**config.mk**
```make
export PLATFORM = sky130hd
export DESIGN_NAME = dma_region_guard
export DESIGN_NICKNAME = d
export VERILOG_FILES = /design/src/rtl/dmp_pkg.sv /design/src/rtl/dmp_bound_regs.sv /design/src/rtl/dmp_bound_norm.sv /design/src/rtl/dmp_span_cmp.sv /design/src/rtl/dma_region_guard.sv
export SDC_FILE = /design/constraint.sdc
export NUM_CORES = 1
export LEC_CHECK = 0
export BUFFER_PORTS_ARGS = -buffer_cell sky130_fd_sc_hd__buf_2
export CORE_UTILIZATION = 45
export CTS_CLUSTER_DIAMETER = 150
export CTS_CLUSTER_SIZE = 30
export DETAILED_ROUTE_END_ITERATION = 8
export PLACE_DENSITY = 0.77
export SETUP_SLACK_MARGIN = 0.05
export SYNTH_ARGS = -nofsm -noshare
export SYNTH_HDL_FRONTEND = slang
export SYNTH_HIERARCHICAL = 1
export SYNTH_SLANG_ARGS = --single-unit
export TNS_END_PERCENT = 50
```
**constraint.sdc**
```tcl
create_clock -name clk -period 3.63 [get_ports clk]
set_input_delay 0.9075 -clock clk [delete_from_list [all_inputs] [get_ports clk]]
set_output_delay 0.9075 -clock clk [all_outputs]
set_load 0.03 [all_outputs]
```
**src/rtl/dmp_pkg.sv**
```systemverilog
package dmp_pkg;

    typedef enum logic [1:0] {
        XFER_8  = 2'b00,
        XFER_16 = 2'b01,
        XFER_32 = 2'b10,
        XFER_64 = 2'b11
    } xfer_size_e;

    typedef enum logic {
        SPAN_LINEAR = 1'b0,
        SPAN_WRAP   = 1'b1
    } span_e;

    localparam int NUM_BOUNDS = 2;
    localparam int IDX_LOWER  = 0;
    localparam int IDX_UPPER  = 1;

endpackage

```
**src/rtl/dmp_bound_regs.sv**
```systemverilog
module dmp_bound_regs #(
    parameter int ADDR_W    = 32,
    parameter int OFS_W     = 12,
    parameter int LOWER_OFS = 'h1C0,
    parameter int UPPER_OFS = 'h1C4
) (
    input  logic              clk,
    input  logic              rst_n,
    input  logic              bus_sel,
    input  logic              bus_wr,
    input  logic              bus_priv,
    input  logic [OFS_W-1:0]  bus_addr,
    input  logic [ADDR_W-1:0] bus_wdata,
    output logic [ADDR_W-1:0] bus_rdata,
    output logic [ADDR_W-1:0] lower_q,
    output logic [ADDR_W-1:0] upper_q
);
    import dmp_pkg::*;

    localparam logic [OFS_W-1:0] OFS_TABLE [NUM_BOUNDS] = '{
        OFS_W'(LOWER_OFS), OFS_W'(UPPER_OFS)
    };

    logic [ADDR_W-1:0] bank_q [NUM_BOUNDS];
    logic [NUM_BOUNDS-1:0] hit_ofs;
    logic wr_ok;

    assign wr_ok = bus_sel && bus_wr && bus_priv;

    for (genvar g = 0; g < NUM_BOUNDS; g++) begin : g_bank
        assign hit_ofs[g] = (bus_addr == OFS_TABLE[g]);

        always_ff @(posedge clk or negedge rst_n) begin
            if (!rst_n) begin
                bank_q[g] <= '0;
            end else if (wr_ok && hit_ofs[g]) begin
                bank_q[g] <= bus_wdata;
            end
        end
    end

    always_comb begin
        bus_rdata = '0;
        if (bus_sel && !bus_wr) begin
            for (int i = 0; i < NUM_BOUNDS; i++) begin
                if (hit_ofs[i]) bus_rdata = bank_q[i];
            end
        end
    end

    assign lower_q = bank_q[IDX_LOWER];
    assign upper_q = bank_q[IDX_UPPER];

    AST_UNPRIV_HOLD: assert property (@(posedge clk) disable iff (!rst_n)
        (bus_sel && bus_wr && !bus_priv) |=> ($stable(lower_q) && $stable(upper_q)));

    AST_LOWER_WRITE: assert property (@(posedge clk) disable iff (!rst_n)
        (bus_sel && bus_wr && bus_priv && bus_addr == OFS_W'(LOWER_OFS))
        |=> (lower_q == $past(bus_wdata)));

    AST_UPPER_WRITE: assert property (@(posedge clk) disable iff (!rst_n)
        (bus_sel && bus_wr && bus_priv && bus_addr == OFS_W'(UPPER_OFS))
        |=> (upper_q == $past(bus_wdata)));

    AST_FOREIGN_HOLD: assert property (@(posedge clk) disable iff (!rst_n)
        (bus_sel && bus_wr && bus_addr != OFS_W'(LOWER_OFS) && bus_addr != OFS_W'(UPPER_OFS))
        |=> ($stable(lower_q) && $stable(upper_q)));

endmodule

```
**src/rtl/dmp_bound_norm.sv**
```systemverilog
module dmp_bound_norm #(
    parameter int ADDR_W    = 32,
    parameter int WORD_LSB  = 2,
    parameter int DWORD_LSB = 3
) (
    input  logic [ADDR_W-1:0]      lower_raw,
    input  logic [ADDR_W-1:0]      upper_raw,
    input  dmp_pkg::xfer_size_e    size,
    output logic [ADDR_W-1:0]      lower_eff,
    output logic [ADDR_W-1:0]      upper_eff
);
    import dmp_pkg::*;

    localparam logic [ADDR_W-1:0] WORD_MASK  = ADDR_W'((64'd1 << WORD_LSB) - 64'd1);
    localparam logic [ADDR_W-1:0] DWORD_MASK = ADDR_W'((64'd1 << DWORD_LSB) - 64'd1);

    assign lower_eff = lower_raw & ~WORD_MASK;

    always_comb begin
        unique case (size)
            XFER_64: upper_eff = upper_raw | DWORD_MASK;
            default: upper_eff = upper_raw | WORD_MASK;
        endcase
    end

endmodule

```
**src/rtl/dmp_span_cmp.sv**
```systemverilog
module dmp_span_cmp #(
    parameter int ADDR_W = 32
) (
    input  logic [ADDR_W-1:0] lower_eff,
    input  logic [ADDR_W-1:0] upper_eff,
    input  logic [ADDR_W-1:0] addr,
    output dmp_pkg::span_e    span,
    output logic              hit
);
    import dmp_pkg::*;

    logic above_lower;
    logic below_upper;

    assign above_lower = (addr >= lower_eff);
    assign below_upper = (addr <= upper_eff);
    assign span        = (upper_eff < lower_eff) ? SPAN_WRAP : SPAN_LINEAR;

    always_comb begin
        unique case (span)
            SPAN_LINEAR: hit = above_lower && below_upper;
            SPAN_WRAP:   hit = above_lower || below_upper;
            default:     hit = 1'b0;
        endcase
    end

endmodule

```
**src/rtl/dma_region_guard.sv**
```systemverilog
module dma_region_guard #(
    parameter int ADDR_W    = 32,
    parameter int OFS_W     = 12,
    parameter int LOWER_OFS = 'h1C0,
    parameter int UPPER_OFS = 'h1C4
) (
    input  logic              clk,
    input  logic              rst_n,
    input  logic              bus_sel,
    input  logic              bus_wr,
    input  logic              bus_priv,
    input  logic [OFS_W-1:0]  bus_addr,
    input  logic [ADDR_W-1:0] bus_wdata,
    output logic [ADDR_W-1:0] bus_rdata,
    input  logic [ADDR_W-1:0] xfer_addr,
    input  logic [1:0]        xfer_size,
    output logic              in_region
);
    import dmp_pkg::*;

    logic [ADDR_W-1:0] lower_q;
    logic [ADDR_W-1:0] upper_q;
    logic [ADDR_W-1:0] lower_eff;
    logic [ADDR_W-1:0] upper_eff;
    xfer_size_e        size_e;
    span_e             span;

    assign size_e = xfer_size_e'(xfer_size);

    dmp_bound_regs #(
        .ADDR_W    (ADDR_W),
        .OFS_W     (OFS_W),
        .LOWER_OFS (LOWER_OFS),
        .UPPER_OFS (UPPER_OFS)
    ) u_regs (
        .clk       (clk),
        .rst_n     (rst_n),
        .bus_sel   (bus_sel),
        .bus_wr    (bus_wr),
        .bus_priv  (bus_priv),
        .bus_addr  (bus_addr),
        .bus_wdata (bus_wdata),
        .bus_rdata (bus_rdata),
        .lower_q   (lower_q),
        .upper_q   (upper_q)
    );

    dmp_bound_norm #(
        .ADDR_W    (ADDR_W),
        .WORD_LSB  (2),
        .DWORD_LSB (3)
    ) u_norm (
        .lower_raw (lower_q),
        .upper_raw (upper_q),
        .size      (size_e),
        .lower_eff (lower_eff),
        .upper_eff (upper_eff)
    );

    dmp_span_cmp #(
        .ADDR_W (ADDR_W)
    ) u_cmp (
        .lower_eff (lower_eff),
        .upper_eff (upper_eff),
        .addr      (xfer_addr),
        .span      (span),
        .hit       (in_region)
    );

    AST_LOWER_WORD_IN: assert property (@(posedge clk) disable iff (!rst_n)
        (xfer_addr == {lower_q[ADDR_W-1:2], 2'b00}) |-> in_region);

    AST_UPPER_WORD_IN: assert property (@(posedge clk) disable iff (!rst_n)
        (xfer_size != 2'b11 && xfer_addr == {upper_q[ADDR_W-1:2], 2'b11}) |-> in_region);

    AST_UPPER_DWORD_IN: assert property (@(posedge clk) disable iff (!rst_n)
        (xfer_size == 2'b11 && xfer_addr == {upper_q[ADDR_W-1:3], 3'b111}) |-> in_region);

    AST_LINEAR_OUTSIDE: assert property (@(posedge clk) disable iff (!rst_n)
        (span == SPAN_LINEAR && (xfer_addr < lower_eff || xfer_addr > upper_eff)) |-> !in_region);

    AST_WRAP_GAP: assert property (@(posedge clk) disable iff (!rst_n)
        (span == SPAN_WRAP && xfer_addr < lower_eff && xfer_addr > upper_eff) |-> !in_region);

endmodule

```
# Word-level counts from Yosys, hierarchy flattened
# Index checks and enable logic that the tools add are counted.
[totals]
reg_bits = 64
inputBits = 83
out_inout_bits = 33
word_cells = 23
[classes]
n_lt_le_gt_ge = 3
n_eq_ne = 3
n_mux = 6
bitwise = 1
n_reduce_logical = 8
[ops]
columns = ["operator", "n"]
rows = [
  ["$mux 32", 3],
  ["$ge 32x32->1", 1],
  ["$le 32x32->1", 1],
  ["$lt 32x32->1", 1],
  ["$eq 12x9->1 const B", 2],
  ["$logic_and 1x1->1", 6],
  ["$mux 3", 1],
  ["$eq 2x2->1 const B", 1],
  ["$pmux 1 s2", 1],
  ["$logic_not 1->1", 1],
  ["$logic_or 1x1->1", 1],
  ["$mux 1", 1],
  ["$not 1->1", 1],
]

# Logic depth before layout (Yosys ltp)
# Gate-level depths: netlist of run 1.
[logic_depth]
depth_word = 6
mapped_depth = 9
depth_no_buf = 9

# Cells and area by module
# The synthesis of run 1 kept the hierarchy.
[by_module_without_submodules]
columns = ["mod", "instances", "cells_each", "area_each_um2", "seq_area_each_um2"]
rows = [
  ["dmp_bound_regs", 1, 216, 3042.9, 1601.5],
  ["dmp_span_cmp", 1, 299, 2267.2, 0.0],
  ["dmp_bound_norm", 1, 66, 488.0, 0.0],
]

# Worst setup path after synthesis of run 1
# No wires, ideal clock.
[synth_path]
path_type = "input to output"
start = "in bus_addr[0]"
end = "out bus_rdata[1]"
arrival_ps = 2659
path_slack_ps = 63
cell_stages = 5
cell_sequence = "or4_4 -> or4_1 -> buf_2 -> buf_6 -> nor2_1"
[synth_via]
elab_chain_cells = 4
word_cells_on_any_way = 5
classes_between = "2 x eq/ne; 3 x mux"
[synth_lines]
columns = ["element", "line", "source"]
rows = [
  ["start, declared", "dma_region_guard.sv:12", "input logic [OFS_W-1:0] bus_addr,"],
  ["$eq 12x9->1", "dmp_bound_regs.sv:31", "assign hit_ofs[g] = (bus_addr == OFS_TABLE[g]);"],
  ["$mux 32", "dmp_bound_regs.sv:46", "if (hit_ofs[i]) bus_rdata = bank_q[i];"],
  ["$mux 32 (*)", "dmp_bound_regs.sv:46", ""],
  ["$mux 32 (*)", "dmp_bound_regs.sv:44", "if (bus_sel && !bus_wr) begin"],
  ["end, declared", "dma_region_guard.sv:14", "output logic [ADDR_W-1:0] bus_rdata,"],
]
# Mark *: on every way between the ends. The rest lies on a longest branch, timed or not.

# Final worst setup path of run 1
[layout_path]
start = "in xfer_size[1]"
end = "out in_region"
[layout_via]
elab_chain_cells = 6
word_cells_on_any_way = 9
classes_between = "2 x order compare; 1 x eq/ne; 3 x mux; 1 x bitwise; 2 x reduce/logical"
[layout_lines]
columns = ["element", "line", "source"]
rows = [
  ["start, declared", "dma_region_guard.sv:16", "input logic [1:0] xfer_size,"],
  ["$eq 2x2->1 (*)", "dmp_bound_norm.sv:20", "unique case (size)"],
  ["$mux 3 (*)", "dmp_bound_norm.sv:20", ""],
  ["named net upper_eff[2]", "dma_region_guard.sv:24", "logic [ADDR_W-1:0] upper_eff;"],
  ["$lt 32x32->1", "dmp_span_cmp.sv:17", "assign span = (upper_eff < lower_eff) ? SPAN_WRAP : SPAN_LINEAR;"],
  ["$mux 1", "dmp_span_cmp.sv:17", ""],
  ["$not 1->1", "dmp_span_cmp.sv:20", "unique case (span)"],
  ["$pmux 1 s2 (*)", "dmp_span_cmp.sv:20", ""],
  ["end, declared", "dma_region_guard.sv:17", "output logic in_region"],
]
# Mark *: on every way through the listed nets, which the timed path passes. The rest lies on a longest branch.

==> impl_summary.txt, run 1 <==
----------------------------------------------------
[Yosys]
  Portion of the post-synthesis area used by sequential elements ... 27.6%
  Count of state elements after synthesis ... 64
  Count of synthesis-stage warnings from yosys ... 6
  Adder-cell share of the synthesized area ... 20.7%
  Leading post-synthesis cells by cell area ... sky130_fd_sc_hd__dfrtp_1 28%, sky130_fd_sc_hd__ha_1 21%, sky130_fd_sc_hd__mux2_2 9.7%
  Number of distinct library cells after synthesis ... 52
  Average size of a mapped cell ... 9.98 um2
  Post-synth top area cell ... sky130_fd_sc_hd__dfrtp_1
  Combined area of all synthesized cells ... about 5800 um2
  Flip-flop cell with the highest count after synthesis ... sky130_fd_sc_hd__dfrtp_1
  Fraction of synthesized cell area taken by the top area cell type ... 27.6%
  Synthesized instance count ... 581
  EDFF count, synth ... 0
  Async S/R FF share, synth ... 100%
  Xor/xnor cell area share of the yosys netlist ... 0%
  Leading cell type by number of instances after synthesis ... sky130_fd_sc_hd__ha_1
  Proportion of synthesized area in mux cells ... 18.6%
  Area fraction in compound gates after synthesis ... 8.85%
  Dominant combinational cell family by area after synthesis ... adder cells
  Area share of and/or/nand/nor cells after synthesis ... roughly a tenth
  Post-synth top cells ... 95 x sky130_fd_sc_hd__ha_1, 64 x sky130_fd_sc_hd__dfrtp_1, 63 x sky130_fd_sc_hd__buf_4, 63 x sky130_fd_sc_hd__inv_1, 50 x sky130_fd_sc_hd__mux2_2

[Timing]
  Final worst-path cycle share ... 101%
  Crit path time final ... between 3000 and 4000 ps
  Final number of hold-violating endpoints ... 0
  Max Clk Rate ... 0.272 GHz
  Final setup fails ... 1
  Total negative setup slack ... -46.7 ps
  Smallest hold slack ... approximately 490 ps
  Relative slew margins ... 56.1%
  Measured slew at the worst slew-check pin ... ~660 ps
  Post-layout worst setup margin ... -46.7 ps
  Setup repair after global routing missed its margin ... yes
  Max-slew violations ... 0
  Setup skew after layout ... 0 ps

[Pwr]
  Leakage power total ... about 0.0033 uW
  VDD IR max ... between 200 and 250 uV
  Ratio of total power to cell area ... about 310 nW/um2

[Floorplan]
  Die Ht ... 116 um
  I/O pins ... 116
  Std-Cell Core Area ... 12600 um2
  Number of rows created at floorplan ... 41
  Die ar. ... about 13000 um2
  Chip Width ... ~120 um
  Starting density of the core ... 46.1%

[Final layout]
  # diodes ... 0
  Area occupied by registers ... approximately 1600 um2
  Count of filler cells inserted in the layout ... about 1100
  Layout cell share with drive strength beyond 1 ... 36.5%
  Count of nets after finishing ... around 830
  Utilization of the core after routing ... 53.1%
  Layout Area Growth over Synthesis ... 15.0%
  Combined area of the multi-input logic cells ... 3440 um2
  Final cell count without fillers ... 832

[Global route]
  Largest net degree at the start of global routing ... 39
  Via count of the first global-routing pass ... roughly 4600
  Global Route Usage Sum ... 21.2%
  Busiest metal layer after global routing ... met2
  Aggregate global routing overflow ... 0
  Antenna violations before repair ... 0
  Grt met1 use ... a little over a quarter
  Wire length of the first global-routing pass ... around 22 mm
  Fraction of met3 tracks used by global routing ... 4.03%
  Met2 track demand over resource in global routing ... 36.7%

[Critical path]
  Crit Path Max Fanout ... 2
  Worst flop-to-flop path startpoint ... u_regs/upper_q[15]
  Setup Crit Path Kind ... in2out
  Endpoint type of the worst setup path ... primary output
  Cells on worst reg2reg path ... 1
  Worst-case register-to-register setup slack ... 2800 ps
  Terminus of the critical flop-to-flop path ... u_regs/upper_q[15]
  Source of the critical timing path ... xfer_size[1]
  Worst path arrival time ... 2770 ps
  Critical path data required time ... approximately 2700 ps
  Nature of the critical path startpoint ... primary input

[Place]
  Buffers added on ports ... 115
  Post-Place Cells ... 814
  GPL Wtd Cong ... 0.925
  Final HPWL DP ... around 10 mm

[Clock network]
  TritonCTS clock tree ... done
  Worst-skew pair later-pin latency ... 330 ps
  Number of buffers added by the clock tree synthesis step ... 9
  CTS Hold Buffers Added ... 0
  Root Buffer ... sky130_fd_sc_hd__clkbuf_16
  Maximum buffer depth of the clock tree ... 2
  CTS Sinks ... 64
  Clock edge transition at the registers on the reported setup and hold paths ... 50 ps
  Deepest level of the CTS H-tree ... 3

[Detailed routing]
  DRT Wirelength ... around 13 mm
  Initial drt markers ... 181
  Number of nets still failing antenna checks after routing ... 0
  Detailed-route DRC error count ... 0
  Via density per instance ... approximately 5.2
  Pre-antenna DRT Iters ... 4
  Per-cell routed wire length ... 16.2 um
  Via total after detailed routing ... 4342

[Outcome]
  Violations in the final reports ... negative setup slack
  Outcome ... complete, but fails checks

[Run]
  Max-Cap Viols ... 0

[Min path]
  Worst hold start ... u_regs/lower_q[0]
  Worst min-delay path class ... reg2reg
  Worst hold stages ... 1
  End point of the worst hold path ... u_regs/lower_q[0]

----------------------------------------------------
critical path, stage by stage:
cell and delay, ps:
sky130_fd_sc_hd__buf_6 90, sky130_fd_sc_hd__a21o_1 180, sky130_fd_sc_hd__inv_1 60, sky130_fd_sc_hd__ha_1 220, sky130_fd_sc_hd__and2_4 150, sky130_fd_sc_hd__o21ai_2 60, sky130_fd_sc_hd__a21boi_1 100, sky130_fd_sc_hd__or4b_4 510
sky130_fd_sc_hd__a21oi_2 150, sky130_fd_sc_hd__maj3_2 210, sky130_fd_sc_hd__buf_6 130
per-layer routing:
| metal | wire (um) | vias to the layer above |
|---|---|---|
| li1 | - | 2126 |
| met1 | 5920 | 2082 |
| met2 | 6720 | 112 |
| met3 | 517 | 22 |
| met4 | 281 | 0 |
| met5 | 0 | - |
through the flow:
stage               worst slack, ps  total power, uW  area (um2)
finish                        -46.7             2040        6670
global route                   -109             2120        6670
CTS                           -43.0             2050        6610
detailed placement             -221              954        6180
global placement               -131              942        6180
floorplan                      63.3              840        5810
kinds of logic (layout without fill, tap and decap cells):
logic type / Yosys count / in the layout
compound gates: 80 / 80
fa+ha+maj: 96 / 96
buf+inv: 140 / 217
flops: 64 / 64
mux: 96 / 96
other cells: 2 / 4
simple gates: 103 / 103
power breakdown:
group | total [uW] | switching [uW] | internal [uW] | leakage (uW)
logic | 241 | 127 | 115 | 0.00227
clock network | 1080 | 321 | 759 | 0.000176
registers | 716 | 0.861 | 715 | 0.000894
total | 2040 | 448 | 1590 | 0.00334
layout make-up:
type,instances,share of cell area [%]
flip-flops and latches,64,24.0
well taps,172,3.23
clock inverters,5,1.91
clock buffers,11,3.64
repair buffers,138,12.2
inverters,63,3.55
multi-input cells,379,51.5
placed cells by master (no fill, tap or decap), types with 3 or more instances in the layout:
cell                        synthesis  layout
sky130_fd_sc_hd__a211oi_1           3       3
sky130_fd_sc_hd__a21o_1            14      14
sky130_fd_sc_hd__a21oi_1           33      29
sky130_fd_sc_hd__a21oi_2            1       5
sky130_fd_sc_hd__a221o_1            3       3
sky130_fd_sc_hd__and4_1             4       4
sky130_fd_sc_hd__buf_2              1     106
sky130_fd_sc_hd__buf_4             63      24
sky130_fd_sc_hd__buf_6              9       4
sky130_fd_sc_hd__bufinv_16          0       4
sky130_fd_sc_hd__clkbuf_16          0       9
sky130_fd_sc_hd__conb_1             2       4
sky130_fd_sc_hd__dfrtp_1           64      64
sky130_fd_sc_hd__ha_1              95      95
sky130_fd_sc_hd__inv_1             63      63
sky130_fd_sc_hd__mux2_1             4       4
sky130_fd_sc_hd__mux2_2            50      50
sky130_fd_sc_hd__mux2_4            10      10
sky130_fd_sc_hd__mux2i_1           32      32
sky130_fd_sc_hd__nand2_1           19      19
sky130_fd_sc_hd__nand3_1            6       6
sky130_fd_sc_hd__nand4_1           13      13
sky130_fd_sc_hd__nor2_1            36      35
sky130_fd_sc_hd__nor2_2             4       5
sky130_fd_sc_hd__o21ai_0           12      11
sequential cells by signal (all words and copies together) (netlist names):
name / count
u_regs/lower_q: 32
u_regs/upper_q: 32
repair_timing:
item	CTS	global route
endpoints found under the setup margin	11	5
gates resized for setup	18	12
pin swaps	8	6
cloned	0	0
setup buffers	0	2
how the worst max path moves through the flow:
stage | endpoint | slack (ps)
2_1_floorplan | bus_rdata[1] | 60
6_report | in_region | -50
5_1_grt | in_region | -110
4_1_cts | in_region | -40
3_3_place_gp | in_region | -130
3_5_place_dp | in_region | -220
Power figures use the tool's default switching activity.
==> run 2, diff against run 1 <==
CTS_BUF_LIST = sky130_fd_sc_hd__clkbuf_4 sky130_fd_sc_hd__clkbuf_8   (was not set)
==> run 2 against run 1 <==
Net effect:
- the run still ends with negative setup slack left
- highest routed layer unchanged
- total power decreased by 12%
- routed wire length decreased by 0.55%
- sequential share of layout area increased by 0.37 points
- first-iteration DRC count decreased by 15%
- core utilization decreased by 0.80 points
- critical path depth unchanged
- non-clock buffer count unchanged
- clock power decreased by 22%
- final cell count unchanged
- register-to-register slack about the same
- combinational power about the same
==> impl_summary.txt, run 2 (same netlist as run 1, synthesis figures left out) <==
----------------------------------------------------
[Critical path]
  Source of the critical timing path ... xfer_size[1]
  Nature of the critical path startpoint ... primary input
  Terminus of the critical flop-to-flop path ... u_regs/upper_q[27]
  Crit Path Max Fanout ... 2 (unchanged)
  Worst flop-to-flop path startpoint ... u_regs/upper_q[27]
  Critical path data required time ... 2720 ps (about the same)
  Endpoint type of the worst setup path ... primary output
  Cells on worst reg2reg path ... 1 (unchanged)
  Worst path arrival time ... 2760 ps (about the same)
  Worst-case register-to-register setup slack ... 2800 ps (about the same)
  Setup Crit Path Kind ... in2out

[Timing]
  Post-layout worst setup margin ... -39.4 ps (+7.33 ps)
  Measured slew at the worst slew-check pin ... 659 ps (+0.615 ps)
  Max Clk Rate ... 0.273 GHz (+0.20%)
  Crit path time final ... 3670 ps (-7.33 ps)
  Setup skew after layout ... 0 ps (unchanged)
  Max-slew violations ... 0 (unchanged)
  Final setup fails ... 1 (unchanged)
  Setup repair after global routing missed its margin ... yes
  Final worst-path cycle share ... 101% (-0.20 points)
  Final number of hold-violating endpoints ... 0 (unchanged)
  Relative slew margins ... 56.1% (about the same)
  Smallest hold slack ... 495 ps (+3.68 ps)

[Place]
  Setup slack after placement ... -221 ps (unchanged)
  Final HPWL DP ... 10.4 mm (unchanged)
  Buffers added on ports ... 115 (unchanged)
  GPL Wtd Cong ... 0.925 (unchanged)
  Area post-placement ... 6180 um2 (unchanged)

[Detailed routing]
  Via density per instance ... 5.21 (-0.12%)
  Pre-antenna DRT Iters ... 4 (unchanged)
  Initial drt markers ... 154 (-15%)
  Per-cell routed wire length ... 16.1 um (-0.55%)
  Via total after detailed routing ... 4337 (-0.12%)
  DRT Wirelength ... 13.4 mm (-0.55%)
  Detailed-route DRC error count ... 0 (unchanged)
  Number of nets still failing antenna checks after routing ... 0 (unchanged)

[Global route]
  Grt met1 use ... 25.9% (-0.52 points)
  Largest net degree at the start of global routing ... 39 (unchanged)
  Via count of the first global-routing pass ... 4580 (-0.24%)
  Antenna violations before repair ... 0 (unchanged)
  Met2 track demand over resource in global routing ... 35.6% (-1.1 points)
  Global Route Usage Sum ... 20.9% (-0.30 points)
  Aggregate global routing overflow ... 0 (unchanged)
  Busiest metal layer after global routing ... met2
  Wire length of the first global-routing pass ... 21.5 mm (-1.6%)
  Fraction of met3 tracks used by global routing ... 3.56% (-0.47 points)

[Min path]
  Worst hold stages ... 1 (unchanged)
  Worst hold start ... u_regs/lower_q[0]
  Worst min-delay path class ... reg2reg
  End point of the worst hold path ... u_regs/lower_q[0]

[Outcome]
  Violations in the final reports ... negative setup slack
  Outcome ... complete, but fails checks

[Clock network]
  CTS Sinks ... 64 (unchanged)
  Clock edge transition at the registers on the reported setup and hold paths ... 70 ps (+20 ps)
  CTS Hold Buffers Added ... 0 (unchanged)
  Deepest level of the CTS H-tree ... 3 (unchanged)
  Number of buffers added by the clock tree synthesis step ... 9 (unchanged)
  Root Buffer ... sky130_fd_sc_hd__clkbuf_8
  Worst-skew pair later-pin latency ... 350 ps (+20 ps)
  TritonCTS clock tree ... done
  Maximum buffer depth of the clock tree ... 2 (unchanged)

[Run]
  Max-Cap Viols ... 0 (unchanged)

[Pwr]
  Net switching power figure ... 414 uW (-7.8%)
  Part of the total power dissipated in combinational logic ... 13.4% (+1.5 points)
  Sequential cell fraction of total power ... 39.8% (+4.7 points)
  Relative contribution of the clock network to total power ... 46.8% (-6.2 points)
  VDD IR max ... 214 uV (-12%)
  Switching Fraction ... 23.1% (+1.0 points)
  Ratio of total power to cell area ... 273 nW/um2 (-11%)
  Power consumption ... 1790 uW (-12%)
  Leakage power total ... 0.00329 uW (-1.3%)
  Internal ... 1380 uW (-13%)

[Floorplan]
  I/O pins ... 116 (unchanged)
  Starting density of the core ... 46.1% (unchanged)
  Number of rows created at floorplan ... 41 (unchanged)
  Die Ht ... 116 um (unchanged)
  Die ar. ... 13300 um2 (unchanged)
  Chip Width ... 116 um (unchanged)
  Std-Cell Core Area ... 12600 um2 (unchanged)

[Final layout]
  Count of nets after finishing ... 833 (unchanged)
  Layout cell share with drive strength beyond 1 ... 36.5% (unchanged)
  # diodes ... 0 (unchanged)
  Highest-count cells in the layout ignoring fill and taps ... 106 x sky130_fd_sc_hd__buf_2, 95 x sky130_fd_sc_hd__ha_1, 64 x sky130_fd_sc_hd__dfrtp_1, 63 x sky130_fd_sc_hd__inv_1, 50 x sky130_fd_sc_hd__mux2_2
  Most common cell after layout, fill and taps aside ... sky130_fd_sc_hd__buf_2
  Post-route cell area ... 6570 um2 (-1.5%)
  Layout Area Growth over Synthesis ... 13.3%

----------------------------------------------------
-- run 2: metal layers --
metal / share of wire (%) / wire (um) / vias up
met3: 3.7 / 494 / 32
met1: 45 / 5970 / 2075
li1: - / - / 2125
met4: 2.7 / 362 / 0
met5: 0 / 0 / -
met2: 49 / 6530 / 105
-- run 2: timing repair --
action	in CTS	in global routing
gates resized for setup	18	11
pin swaps	8	6
buffers inserted	0	2
setup endpoints to repair	11	4
-- run 2: area by class of cell --
type / count / area [um2]
multi-input combinational: 379 / 3430
timing repair buffer: 138 / 811
fill: 1109 / 6000
inverter: 63 / 236
clock inverter: 5 / 128
clock buffer: 11 / 145
tap: 172 / 215
sequential: 64 / 1600
-- run 2: worst max-delay path by stage --
stage / slack [ps] / to / depth (start not counted)
6_report: -40 / in_region / 11
5_1_grt: -110 / in_region / 9
4_1_cts: -40 / in_region / 11
3_5_place_dp: -220 / in_region / 11
3_3_place_gp: -130 / in_region / 11
2_1_floorplan: 60 / bus_rdata[1] / 5
-- run 2: worst max-delay path, stage by stage --
cell and delay (ps):
sky130_fd_sc_hd__buf_6 90, sky130_fd_sc_hd__a21o_1 180, sky130_fd_sc_hd__inv_1 60, sky130_fd_sc_hd__ha_1 220
sky130_fd_sc_hd__and2_4 150, sky130_fd_sc_hd__o21ai_2 60, sky130_fd_sc_hd__a21boi_1 90, sky130_fd_sc_hd__or4b_4 510
sky130_fd_sc_hd__a21oi_2 140, sky130_fd_sc_hd__maj3_2 210, sky130_fd_sc_hd__buf_6 130
-- run 2: through the flow --
step	util, %	setup TNS [ps]	cells
3_3_place_gp	49.2	-131	814
5_1_grt	52.3	-109	832
6_report	52.3	-39.4	832
2_1_floorplan	-	0	583
4_1_cts	51.8	-43.0	830
3_5_place_dp	49.2	-221	814
-- run 2: power by group through the flow --
stage | Sequential [uW] | Clock, uW | Combinational [uW]
global placement | 728 | 0 | 214
detailed placement | 728 | 0 | 226
finish | 714 | 839 | 240
global route | 714 | 890 | 267
CTS | 714 | 862 | 235
floorplan | 728 | 0 | 112
